==> src/rtl/colseq_pkg.sv <==
package colseq_pkg;
  typedef enum logic [1:0] {
    CMD_NOP   = 2'b00,
    CMD_READ  = 2'b01,
    CMD_WRITE = 2'b10,
    CMD_TERM  = 2'b11
  } colseq_cmd_e;

  typedef struct packed {
    logic live;
    logic lat3;
  } rd_tag_t;

  localparam int unsigned LAT_MIN = 2;
  localparam int unsigned LAT_MAX = 3;
endpackage

==> src/rtl/colseq_mode_dec.sv <==
module colseq_mode_dec #(
  parameter int unsigned COL_W = 9
) (
  input  logic [2:0]       bl_code,
  input  logic             interleave,
  output logic [COL_W-1:0] len_mask,
  output logic             full_page,
  output logic             bad_mode
);
  always_comb begin
    len_mask  = '0;
    full_page = 1'b0;
    bad_mode  = 1'b0;
    case (bl_code)
      3'b000, 3'b001, 3'b010, 3'b011:
        len_mask = (COL_W'(1) << bl_code) - COL_W'(1);
      3'b111: begin
        if (interleave) begin
          bad_mode = 1'b1;
        end else begin
          full_page = 1'b1;
          len_mask  = '1;
        end
      end
      default: bad_mode = 1'b1;
    endcase
  end
endmodule

==> src/rtl/colseq_addr_gen.sv <==
module colseq_addr_gen #(
  parameter int unsigned COL_W = 9
) (
  input  logic             clk,
  input  logic             rst_n,
  input  logic             load,
  input  logic             stop,
  input  logic [COL_W-1:0] start_col,
  input  logic [COL_W-1:0] len_mask,
  input  logic             full_page,
  input  logic             interleave,
  input  logic             is_read,
  input  logic             lat3,
  output logic             col_valid,
  output logic [COL_W-1:0] col_addr,
  output logic             col_is_read,
  output logic             col_lat3
);
  logic             active_q;
  logic [COL_W-1:0] base_q;
  logic [COL_W-1:0] beat_q;
  logic [COL_W-1:0] mask_q;
  logic             full_q;
  logic             ilv_q;
  logic             rd_q;
  logic             lat3_q;
  logic             last_beat;
  logic [COL_W-1:0] linear_sum;

  assign last_beat = !full_q && (beat_q == mask_q);

  always_ff @(posedge clk) begin
    if (!rst_n) begin
      active_q <= 1'b0;
      base_q   <= '0;
      beat_q   <= '0;
      mask_q   <= '0;
      full_q   <= 1'b0;
      ilv_q    <= 1'b0;
      rd_q     <= 1'b0;
      lat3_q   <= 1'b0;
    end else if (load) begin
      active_q <= 1'b1;
      base_q   <= start_col;
      beat_q   <= '0;
      mask_q   <= len_mask;
      full_q   <= full_page;
      ilv_q    <= interleave;
      rd_q     <= is_read;
      lat3_q   <= lat3;
    end else if (stop) begin
      active_q <= 1'b0;
    end else if (active_q) begin
      if (last_beat) active_q <= 1'b0;
      else           beat_q   <= beat_q + COL_W'(1);
    end
  end

  assign linear_sum  = base_q + beat_q;
  assign col_valid   = active_q;
  assign col_is_read = active_q && rd_q;
  assign col_lat3    = lat3_q;
  assign col_addr    = ilv_q ? (base_q ^ (beat_q & mask_q))
                             : ((base_q & ~mask_q) | (linear_sum & mask_q));
endmodule

==> src/rtl/colseq_rd_pipe.sv <==
module colseq_rd_pipe
  import colseq_pkg::*;
(
  input  logic clk,
  input  logic rst_n,
  input  logic beat_read,
  input  logic beat_lat3,
  output logic rd_valid
);
  rd_tag_t stg [LAT_MAX+1];

  assign stg[0] = '{live: beat_read, lat3: beat_lat3};

  for (genvar i = 1; i <= LAT_MAX; i++) begin : g_stage
    always_ff @(posedge clk) begin
      if (!rst_n) stg[i] <= '{live: 1'b0, lat3: 1'b0};
      else        stg[i] <= stg[i-1];
    end
  end

  assign rd_valid = (stg[LAT_MIN].live && !stg[LAT_MIN].lat3) ||
                    (stg[LAT_MAX].live &&  stg[LAT_MAX].lat3);
endmodule

==> src/rtl/burst_colseq.sv <==
module burst_colseq
  import colseq_pkg::*;
#(
  parameter int unsigned COL_W = 9
) (
  input  logic             clk,
  input  logic             rst_n,
  input  logic [1:0]       cmd_code,
  input  logic [COL_W-1:0] start_col,
  input  logic [2:0]       bl_code,
  input  logic             interleave,
  input  logic             lat3,
  output logic             col_valid,
  output logic [COL_W-1:0] col_addr,
  output logic             col_is_read,
  output logic             rd_valid,
  output logic             mode_err
);
  colseq_cmd_e      cmd;
  logic             load, stop;
  logic [COL_W-1:0] len_mask;
  logic             full_page, bad_mode, beat_lat3;

  assign cmd  = colseq_cmd_e'(cmd_code);
  assign load = (cmd == CMD_READ) || (cmd == CMD_WRITE);
  assign stop = (cmd == CMD_TERM);

  colseq_mode_dec #(.COL_W(COL_W)) dec_i (
    .bl_code(bl_code), .interleave(interleave),
    .len_mask(len_mask), .full_page(full_page), .bad_mode(bad_mode)
  );

  colseq_addr_gen #(.COL_W(COL_W)) gen_i (
    .clk(clk), .rst_n(rst_n), .load(load), .stop(stop),
    .start_col(start_col), .len_mask(len_mask), .full_page(full_page),
    .interleave(interleave), .is_read(cmd == CMD_READ), .lat3(lat3),
    .col_valid(col_valid), .col_addr(col_addr),
    .col_is_read(col_is_read), .col_lat3(beat_lat3)
  );

  colseq_rd_pipe pipe_i (
    .clk(clk), .rst_n(rst_n), .beat_read(col_is_read),
    .beat_lat3(beat_lat3), .rd_valid(rd_valid)
  );

  always_ff @(posedge clk) begin
    if (!rst_n)    mode_err <= 1'b0;
    else if (load) mode_err <= bad_mode;
  end
endmodule

==> config.mk <==
export PLATFORM = sky130hd
export DESIGN_NAME = burst_colseq
export DESIGN_NICKNAME = d
export VERILOG_FILES = /design/src/rtl/colseq_pkg.sv /design/src/rtl/colseq_mode_dec.sv /design/src/rtl/colseq_addr_gen.sv /design/src/rtl/colseq_rd_pipe.sv /design/src/rtl/burst_colseq.sv
export SDC_FILE = /design/constraint.sdc
export NUM_CORES = 1
export LEC_CHECK = 0
export CORE_MARGIN = 2
export CORE_UTILIZATION = 49
export DETAILED_ROUTE_END_ITERATION = 8
export PLACE_DENSITY = 0.8
export SETUP_SLACK_MARGIN = 0.4
export SLEW_MARGIN = 10
export SYNTH_ARGS = -nofsm -noshare
export SYNTH_HDL_FRONTEND = slang
export SYNTH_SLANG_ARGS = --single-unit
==> constraint.sdc <==
create_clock -name clk -period 2.2 [get_ports clk]
set_input_delay 0.55 -clock clk [delete_from_list [all_inputs] [get_ports clk]]
set_output_delay 0.55 -clock clk [all_outputs]
set_load 0.1 [all_outputs]
# Word-level counts from Yosys, hierarchy flattened
# Index checks and enable logic that the tools add are counted.
# op_classes
n_reduce_logical	12
bitwise	9
eq_ne	8
n_addsub	3
shifts	1
muxes	11
# op_table
cell	count
AND 9 bit	3
two-way mux 9 bit	2
one-hot mux 9 bit (2 select lines)	1
adder 9 x 1 -> 9 bit (second input constant)	1
adder 9 bit	1
== test 9 bit	1
inverter 9 bit	1
OR 9 bit	1
<< shifter 1 x 3 -> 9 bit (first input constant)	1
subtractor 9 x 2 -> 9 bit (second input constant)	1
bitwise XOR 9 bit	1
two-way mux 1 bit	7
== test 3 x 2 -> 1 bit (second input constant)	2
== test 2 bit (second input constant)	2
logical AND 1 bit	4
OR reduction 4 bit	1
== test 3 x 1 -> 1 bit (second input constant)	1
== test 3 bit (second input constant)	1
logical NOT 3 bit	1
inverter 1 bit	3
AND reduction 3 bit	1
== test 2 x 1 -> 1 bit (second input constant)	1
logical NOT 1 bit	2
logical OR 1 bit	2
2 further kinds	2
# totals
input_bits	18
register_bits	39
word_cells	59
output_inout_bits	13

# Logic depth before layout (Yosys ltp)
# Gate-level depths: netlist of run 1.
# logic_depth
depth_word	6
ltp_mapped	8
ltp_nobuf	8

# By module
# A second synthesis of run 1 with hierarchy kept.
# unflattened
cells_unflattened	259
hier_area_um2	2381.0
# modules_own_cells
module	cells_each	area_each_um2	seq_area_each_um2	n_inst
colseq_addr_gen	221	1991.9	640.6	1
colseq_rd_pipe	15	170.2	120.1	1
colseq_mode_dec	16	150.1	0.0	1
burst_colseq	7	68.8	20.0	1

# Least setup slack after synthesis of run 1
# Ideal clock, no wire load.
# synth_timing
path_type	register to output
start	reg gen_i.beat_q[0]
end	out col_addr[2]
arrival_time_ns	3.329
path_slack_ns	-1.679
required_ns	1.650
stages_incl_launch_ff	7
n_path_buf	0
cell_sequence	dfxtp_1 > ha_1 > fa_1 > xnor2_1 > nand2_1 > o21ai_0 > o21ai_0
# synth_between
elab_chain_cells	4
# synth_lines
item	line_no	rtl
from (decl)	colseq_addr_gen.sv:21	logic [COL_W-1:0] beat_q;
from (signal assigned)	colseq_addr_gen.sv:55	else beat_q <= beat_q + COL_W'(1);
adder 9 bit	colseq_addr_gen.sv:59	assign linear_sum = base_q + beat_q;
AND 9 bit	colseq_addr_gen.sv:64	: ((base_q & ~mask_q) | (linear_sum & mask_q));
OR 9 bit	colseq_addr_gen.sv:64	
two-way mux 9 bit	colseq_addr_gen.sv:63	assign col_addr = ilv_q ? (base_q ^ (beat_q & mask_q))
to (decl)	burst_colseq.sv:14	output logic [COL_W-1:0] col_addr,
# Every way passes these cells.

# Worst setup path in the final report of run 1
# layout_timing
start	reg gen_i.base_q[0]
end	out col_addr[8]
# layout_between
elab_chain_cells	4
# layout_lines
item	line_no	rtl
from (decl)	colseq_addr_gen.sv:20	logic [COL_W-1:0] base_q;
from (signal assigned)	colseq_addr_gen.sv:44	base_q <= start_col;
adder 9 bit	colseq_addr_gen.sv:59	
AND 9 bit	colseq_addr_gen.sv:64	
OR 9 bit	colseq_addr_gen.sv:64	
two-way mux 9 bit	colseq_addr_gen.sv:63	
# Every way passes these cells.

==> flow_metrics.py, run 1 <==
metrics = {
    "placement": {
        "pre_cts_slack_ns": -0.3609,
        "place_inst": 346,
        "place_congestion": 0.8084,
        "dpl-instance-area_um2": 3148,
        "hpwl_um": 4214,
        "portBuffers": 30,
    },
    "synthesis": {
        "yosysTopAreaCell": "dfxtp_1",
        "ys_types": 39,
        "synth-edff-count": 0,
        "synthTopCellsByArea": "dfxtp_1 (35%), ha_1 (11%), mux2i_1 (5.9%)",
        "async_flop_share": 0,
        "ys_seq_elements": 39,
        "seq_area_frac_synth": 0.3537,
        "synth_cells": 233,
        "synth_area_per_cell_um2": 9.473,
        "ys_warn_count": 0,
        "synth_nets": 272,
        "yosys_most_used_dff": "dfxtp_1",
        "syn_area_um2": 2207,
        "synth_top_area_frac": 0.3537,
    },
    "final_layout": {
        "syn2layout_area_growth_pct": 65.93,
        "nets": 352,
        "design_area_um2": 3662,
        "final_cells": 367,
        "nFillCells": 221,
        "layout-drive-gt1-share": 0.4682,
    },
    "global_routing": {
        "met3_usage": 0.05983,
        "use_met1": 0.3015,
        "grt_pass1_vias": 2190,
        "use_met2": 0.5275,
        "grt_pass1_wl_um": 10690,
        "grt.total_usage": 0.2772,
        "grt-busiest-layer": "met2",
        "antenna_found_initial": 1,
        "overflow": 0,
        "grt_max_degree": 21,
    },
    "timing": {
        "timing_hold_violations_final": 0,
        "finalMaxSlewViolations": 0,
        "setup_ws_ns": -0.7127,
        "clock_skew_ns": 0.007569,
        "tightestPinTransition_ns": 0.3866,
        "rsz0062_at_grt": "yes",
        "post-route-period-util": 1.324,
        "relSlewSlack": 0.7404,
        "hold-worst-slack_ns": 0.4675,
        "fin_crit_ns": 2.913,
        "finalSetupViolCount": 8,
        "fmax_ghz": 0.3433,
    },
    "die": {
        "start_util": 0.5069,
        "fp-row-count": 24,
        "io_pins": 31,
        "die_height_um": 71.12,
        "die_area_um2": 5057,
        "die_x_um": 71.12,
        "core-area_um2": 4354,
    },
    "worst_setup_path": {
        "crit_required_ns": 1.65,
        "setup.worst_path.start_class": "flip-flop",
        "worst_setup_path_end_kind": "output port",
        "worstPathMaxFanout": 2,
        "crit_arrival_ns": 2.36,
        "path_cells": "ha_4 -> fa_2 -> nand3_2 -> a211oi_1 -> a2111oi_2 -> xnor2_1 -> a22oi_2 -> xnor2_4 -> buf_12",
        "critical_path_class": "flip-flop to output port",
        "cpPeakStageDelay_ns": 0.38,
        "crit_slowest_cell": "fa_2",
        "cp_num_buf_inv": 1,
        "cpLargestDelayFamily": "compound AO/OA/AOI/OAI gates",
    },
    "drt": {
        "drt-total-wl_um": 7102,
        "drtPass1Iterations": 4,
        "drt_iter0_drc": 94,
        "drcViolationCount": 0,
        "vias": 2053,
        "ant_nets": 0,
        "drt-wirelength-per-cell_um": 19.35,
        "vias_per_cell": 5.594,
    },
    "clock_network": {
        "clk_path_buf_depth": 2,
        "cts_buffers": 5,
        "cts_hold_buf": 0,
        "worst_skew_pair.late_latency_ns": 0.31,
        "cts-root-buf": "clkbuf_8",
        "h-tree-depth": 2,
        "cts.clk_slew.worst_paths_ns": 0.08,
        "cts.sinks": 39,
        "cts_tree": "done",
    },
    "hold_path": {
        "min_path_type": "flip-flop to flip-flop",
    },
    "outcome": {
        "status": "finished, violations left",
        "violations": "setup timing",
    },
    "pwr": {
        "peakVddDrop_uv": 584.0,
        "power.leakage_nw": 1.573,
        "totalPowerFinal_w": 0.002052,
        "powerDensity_nw_per_um2": 560.4,
    },
    "job": {
        "maxCapViolCount": 0,
    },
}
==> cells by family (layout without fill, tap and decap cells) <==
logic type | after synthesis | in the layout | synth area share
simple gates | 73 | 73 | 0.1831
other cells | 0 | 1 | 0
compound gates | 51 | 51 | 0.1678
buf+inv | 13 | 94 | 0.02267
xor+xnor | 23 | 23 | 0.09127
fa+ha+maj | 21 | 21 | 0.1224
flops | 39 | 39 | 0.3537
mux | 13 | 13 | 0.05895
==> worst register-to-register path, stage by stage (launching register included) <==
cell      delay, ns
dfxtp_4        0.37
buf_6          0.13
buf_6          0.12
ha_4           0.27
nor4_4         0.05
a311oi_4       0.34
and4_4         0.35
nand3_2        0.09
xor2_1         0.15
nor2_1         0.06
==> cell usage in the layout (no fill, tap or decap), types with 4 or more instances in the layout <==
master,instances
buf_4,43
dfxtp_1,27
nor2b_1,17
clkdlybuf4s50_1,15
mux2i_1,13
nand2_1,12
ha_4,12
nor2_1,11
a21o_1,10
buf_6,10
buf_12,10
xor2_1,9
and2_1,9
dfxtp_2,8
ha_1,7
inv_1,6
xnor2_1,6
clkbuf_8,6
a21oi_4,5
a21oi_2,4
nand3_2,4
o21ai_0,4
dfxtp_4,4
==> metrics by stage <==
step	TNS (ns)	utilization
after CTS	-3.451	0.8106
after global placement	-1.107	0.7230
after floorplan	-1.658	-
after global routing	-4.715	0.8411
after detailed placement	-1.605	0.7230
final	-4.159	0.8411
==> repair_timing <==
item | 4_1_cts | 5_1_grt
endpoints found under the setup margin | 39 | 29
buffers inserted | 5 | 7
pin swaps | 33 | 17
resized for setup | 42 | 16
==> power breakdown <==
| group | switching (W) | internal [W] | leakage, nW |
|---|---|---|---|
| clock network | 0.000281 | 0.000322 | 0.0594 |
| registers | 0.0000341 | 0.000733 | 0.324 |
| logic | 0.000388 | 0.000295 | 1.19 |
==> synthesized netlist by cell type (all sizes together), types with 2 or more instances <==
master / count
and3: 2
nor4: 2
clkbuf: 5
ha: 20
dfxtp: 39
nor3: 2
and4: 2
o21ai: 10
mux2i: 13
a21o: 10
o21bai: 2
a211oi: 9
and2: 10
a22oi: 3
xnor2: 11
a21oi: 12
nand2b: 2
nor2: 14
nand2: 16
inv: 6
nor2b: 18
xor2: 12
buf: 2
nand3: 4
==> registers in the layout, summed over array words and instances, names as in the netlist <==
register         count
gen_i.base_q         9
gen_i.beat_q         9
gen_i.col_lat3       1
gen_i.col_valid      1
gen_i.full_q         1
gen_i.ilv_q          1
gen_i.mask_q         9
gen_i.rd_q           1
mode_err             1
pipe_i.stg           6
==> final timing paths <==
kind                        start              end  slack (ns)  depth (start not counted)
setup / recovery  gen_i.base_q[0]      col_addr[8]       -0.71                          9
hold / removal      pipe_i.stg[5]    pipe_i.stg[3]        0.47                          1
setup reg to reg  gen_i.beat_q[1]  gen_i.beat_q[6]        0.14                          9
hold reg to reg     pipe_i.stg[5]    pipe_i.stg[3]        0.47                          1
==> routing by layer <==
| layer | up-vias | part of all wire |
|---|---|---|
| met1 | 996 | 0.38 |
| met4 | 0 | 0.025 |
| met5 | - | 0 |
| met3 | 20 | 0.039 |
| met2 | 71 | 0.56 |
| li1 | 966 | - |
==> area by class of cell <==
type | count | area (um^2) | share of cell area
Antenna cell | 1 | 2.502 | 0.0006833
Clock buffer | 7 | 107.6 | 0.02938
Clock inverter | 1 | 5.005 | 0.001367
Inverter | 6 | 22.52 | 0.006150
Multi-Input combinational cell | 181 | 1847 | 0.5043
Sequential cell | 39 | 805.8 | 0.2200
Tap cell | 52 | 65.06 | 0.01777
Timing Repair Buffer | 80 | 807.0 | 0.2204
Note: power is estimated with default switching activity, not from simulation.
==> run 2, diff against run 1 <==
CAP_MARGIN = 20   (was default)
==> results of run 2 <==
Same layout as run 1: the final DEF is identical, and so are final timing and power.
==> run 3, diff against run 2 <==
ABC_CLOCK_PERIOD_IN_PS = 2200   (was default)
SKIP_CTS_REPAIR_TIMING = 1   (was default)
==> flow_metrics.py, run 3 (synthesis results as in run 1) <==
metrics = {
    "drt": {
        "drcViolationCount": 0,
        "drtPass1Iterations": 4,
        "vias_per_cell": 5.540,
        "vias": 2000,
        "drt-total-wl_um": 6570,
        "drt-wirelength-per-cell_um": 18.20,
        "ant_nets": 0,
        "drt_iter0_drc": 70,
    },
    "placement": {
        "pre_cts_slack_ns": -0.3609,
        "place_inst": 346,
        "hpwl_um": 4214,
        "portBuffers": 30,
        "place_congestion": 0.8084,
    },
    "hold_path": {
        "min_path_type": "flip-flop to flip-flop",
    },
    "die": {
        "core-area_um2": 4354,
        "fp-row-count": 24,
        "io_pins": 31,
        "die_area_um2": 5057,
        "start_util": 0.5069,
        "die_x_um": 71.12,
        "die_height_um": 71.12,
    },
    "worst_setup_path": {
        "r2r_slack_ns": 0.13,
        "setup.worst_path.start_class": "flip-flop",
        "worstPathMaxFanout": 2,
        "crit_arrival_ns": 2.37,
        "worst_setup_path_end_kind": "output port",
        "crit_required_ns": 1.65,
        "critical_path_class": "flip-flop to output port",
    },
    "timing": {
        "finalMaxSlewViolations": 0,
        "fmax_ghz": 0.3430,
        "setup_ws_ns": -0.7150,
        "clock_skew_ns": 0.005151,
        "tightestPinTransition_ns": 0.3714,
        "post-route-period-util": 1.325,
        "setup_tns_ns": -3.945,
        "fin_crit_ns": 2.915,
        "relSlewSlack": 0.7518,
        "timing_hold_violations_final": 0,
        "rsz0062_at_grt": "yes",
        "finalSetupViolCount": 8,
    },
    "final_layout": {
        "final_common_cell": "buf_4",
        "layout-drive-gt1-share": 0.4466,
        "syn2layout_area_growth_pct": 61.73,
        "diodes": 0,
        "seq_area_um2": 805.8,
        "nFillCells": 242,
        "multi_input_area_um2": 1804,
        "final_cell_mix": "buf_4 (41), dfxtp_1 (27), nor2b_1 (17)",
        "final_cells": 361,
        "reg_top3": "gen_i.base_q (9), gen_i.beat_q (9), gen_i.mask_q (9)",
        "nets": 347,
    },
    "global_routing": {
        "grt_pass1_vias": 1975,
        "grt_pass1_wl_um": 9177,
        "overflow": 0,
        "grt.total_usage": 0.2360,
        "antenna_found_initial": 0,
        "grt_max_degree": 21,
    },
    "pwr": {
        "internal-power_w": 0.001339,
        "powerDensity_nw_per_um2": 566.4,
        "p_clk_frac": 0.295,
        "switchingPower_w": 0.0006825,
        "pwr-share-comb": 0.327,
        "peakVddDrop_uv": 535.9,
        "power.leakage_nw": 1.542,
        "p_sw_frac": 0.3376,
        "p_seq_frac": 0.378,
    },
    "clock_network": {
        "cts-root-buf": "clkbuf_8",
        "clk_path_buf_depth": 2,
        "h-tree-depth": 2,
        "cts.sinks": 39,
        "worst_skew_pair.late_latency_ns": 0.31,
        "cts_buffers": 5,
        "cts.clk_slew.worst_paths_ns": 0.08,
        "cts_tree": "done",
    },
    "outcome": {
        "violations": "setup timing",
        "status": "finished, violations left",
    },
    "job": {
        "maxCapViolCount": 0,
    },
}
## run 3: routing by layer
layer | global-route usage | vias to the layer above | wire length [um]
met1 | 0.2698 | 990 | 2653
met2 | 0.4424 | 40 | 3575
li1 | - | 955 | -
met5 | 0 | - | 0
met3 | 0.05840 | 15 | 192
met4 | 0.05031 | 0 | 147
## run 3: layout make-up
class	count	share of cell area
clock buffer	7	0.03014
clock inverter	1	0.001402
inverter	6	0.006309
multi-input combinational	181	0.5054
sequential	39	0.2257
tap	52	0.01823
timing repair buffer	75	0.2128
## run 3: power by group through the flow
stage	Combinational, W	Clock (W)	Sequential (W)
global placement	0.000591	0	0.000775
CTS	0.000606	0.000594	0.000760
floorplan	0.000355	0	0.000799
detailed placement	0.000602	0	0.000777
global route	0.000692	0.000621	0.000769
finish	0.000661	0.000596	0.000764
## run 3: path summary, 6_finish.rpt
kind,startpoint,to,cells past startpoint
worst max-delay path,gen_i.base_q[0],col_addr[8],9
worst min register to register,pipe_i.stg[5],pipe_i.stg[3],1
worst min-delay path,pipe_i.stg[5],pipe_i.stg[3],1
worst max register to register,gen_i.beat_q[1],gen_i.beat_q[8],9
## run 3: through the flow
stage / hold WS [ns] / instance area [um^2] / util / power [W]
finish: 0.4506 / 3570 / 0.8198 / 0.002022
global route: 0.4739 / 3570 / 0.8198 / 0.002082
CTS: 0.4403 / 3261 / 0.7489 / 0.001961
detailed placement: 0.4218 / 3148 / 0.7230 / 0.001379
global placement: 0.4179 / 3148 / 0.7230 / 0.001366
floorplan: 0.4119 / 2435 / - / 0.001154
## run 3: worst max-delay path, stage by stage, from the launching register on
cell,delay [ns]
dfxtp_2,0.34
ha_4,0.17
fa_2,0.38
nand3_2,0.10
a211oi_1,0.08
a2111oi_2,0.25
xnor2_1,0.13
a22oi_2,0.25
xnor2_4,0.16
buf_12,0.19
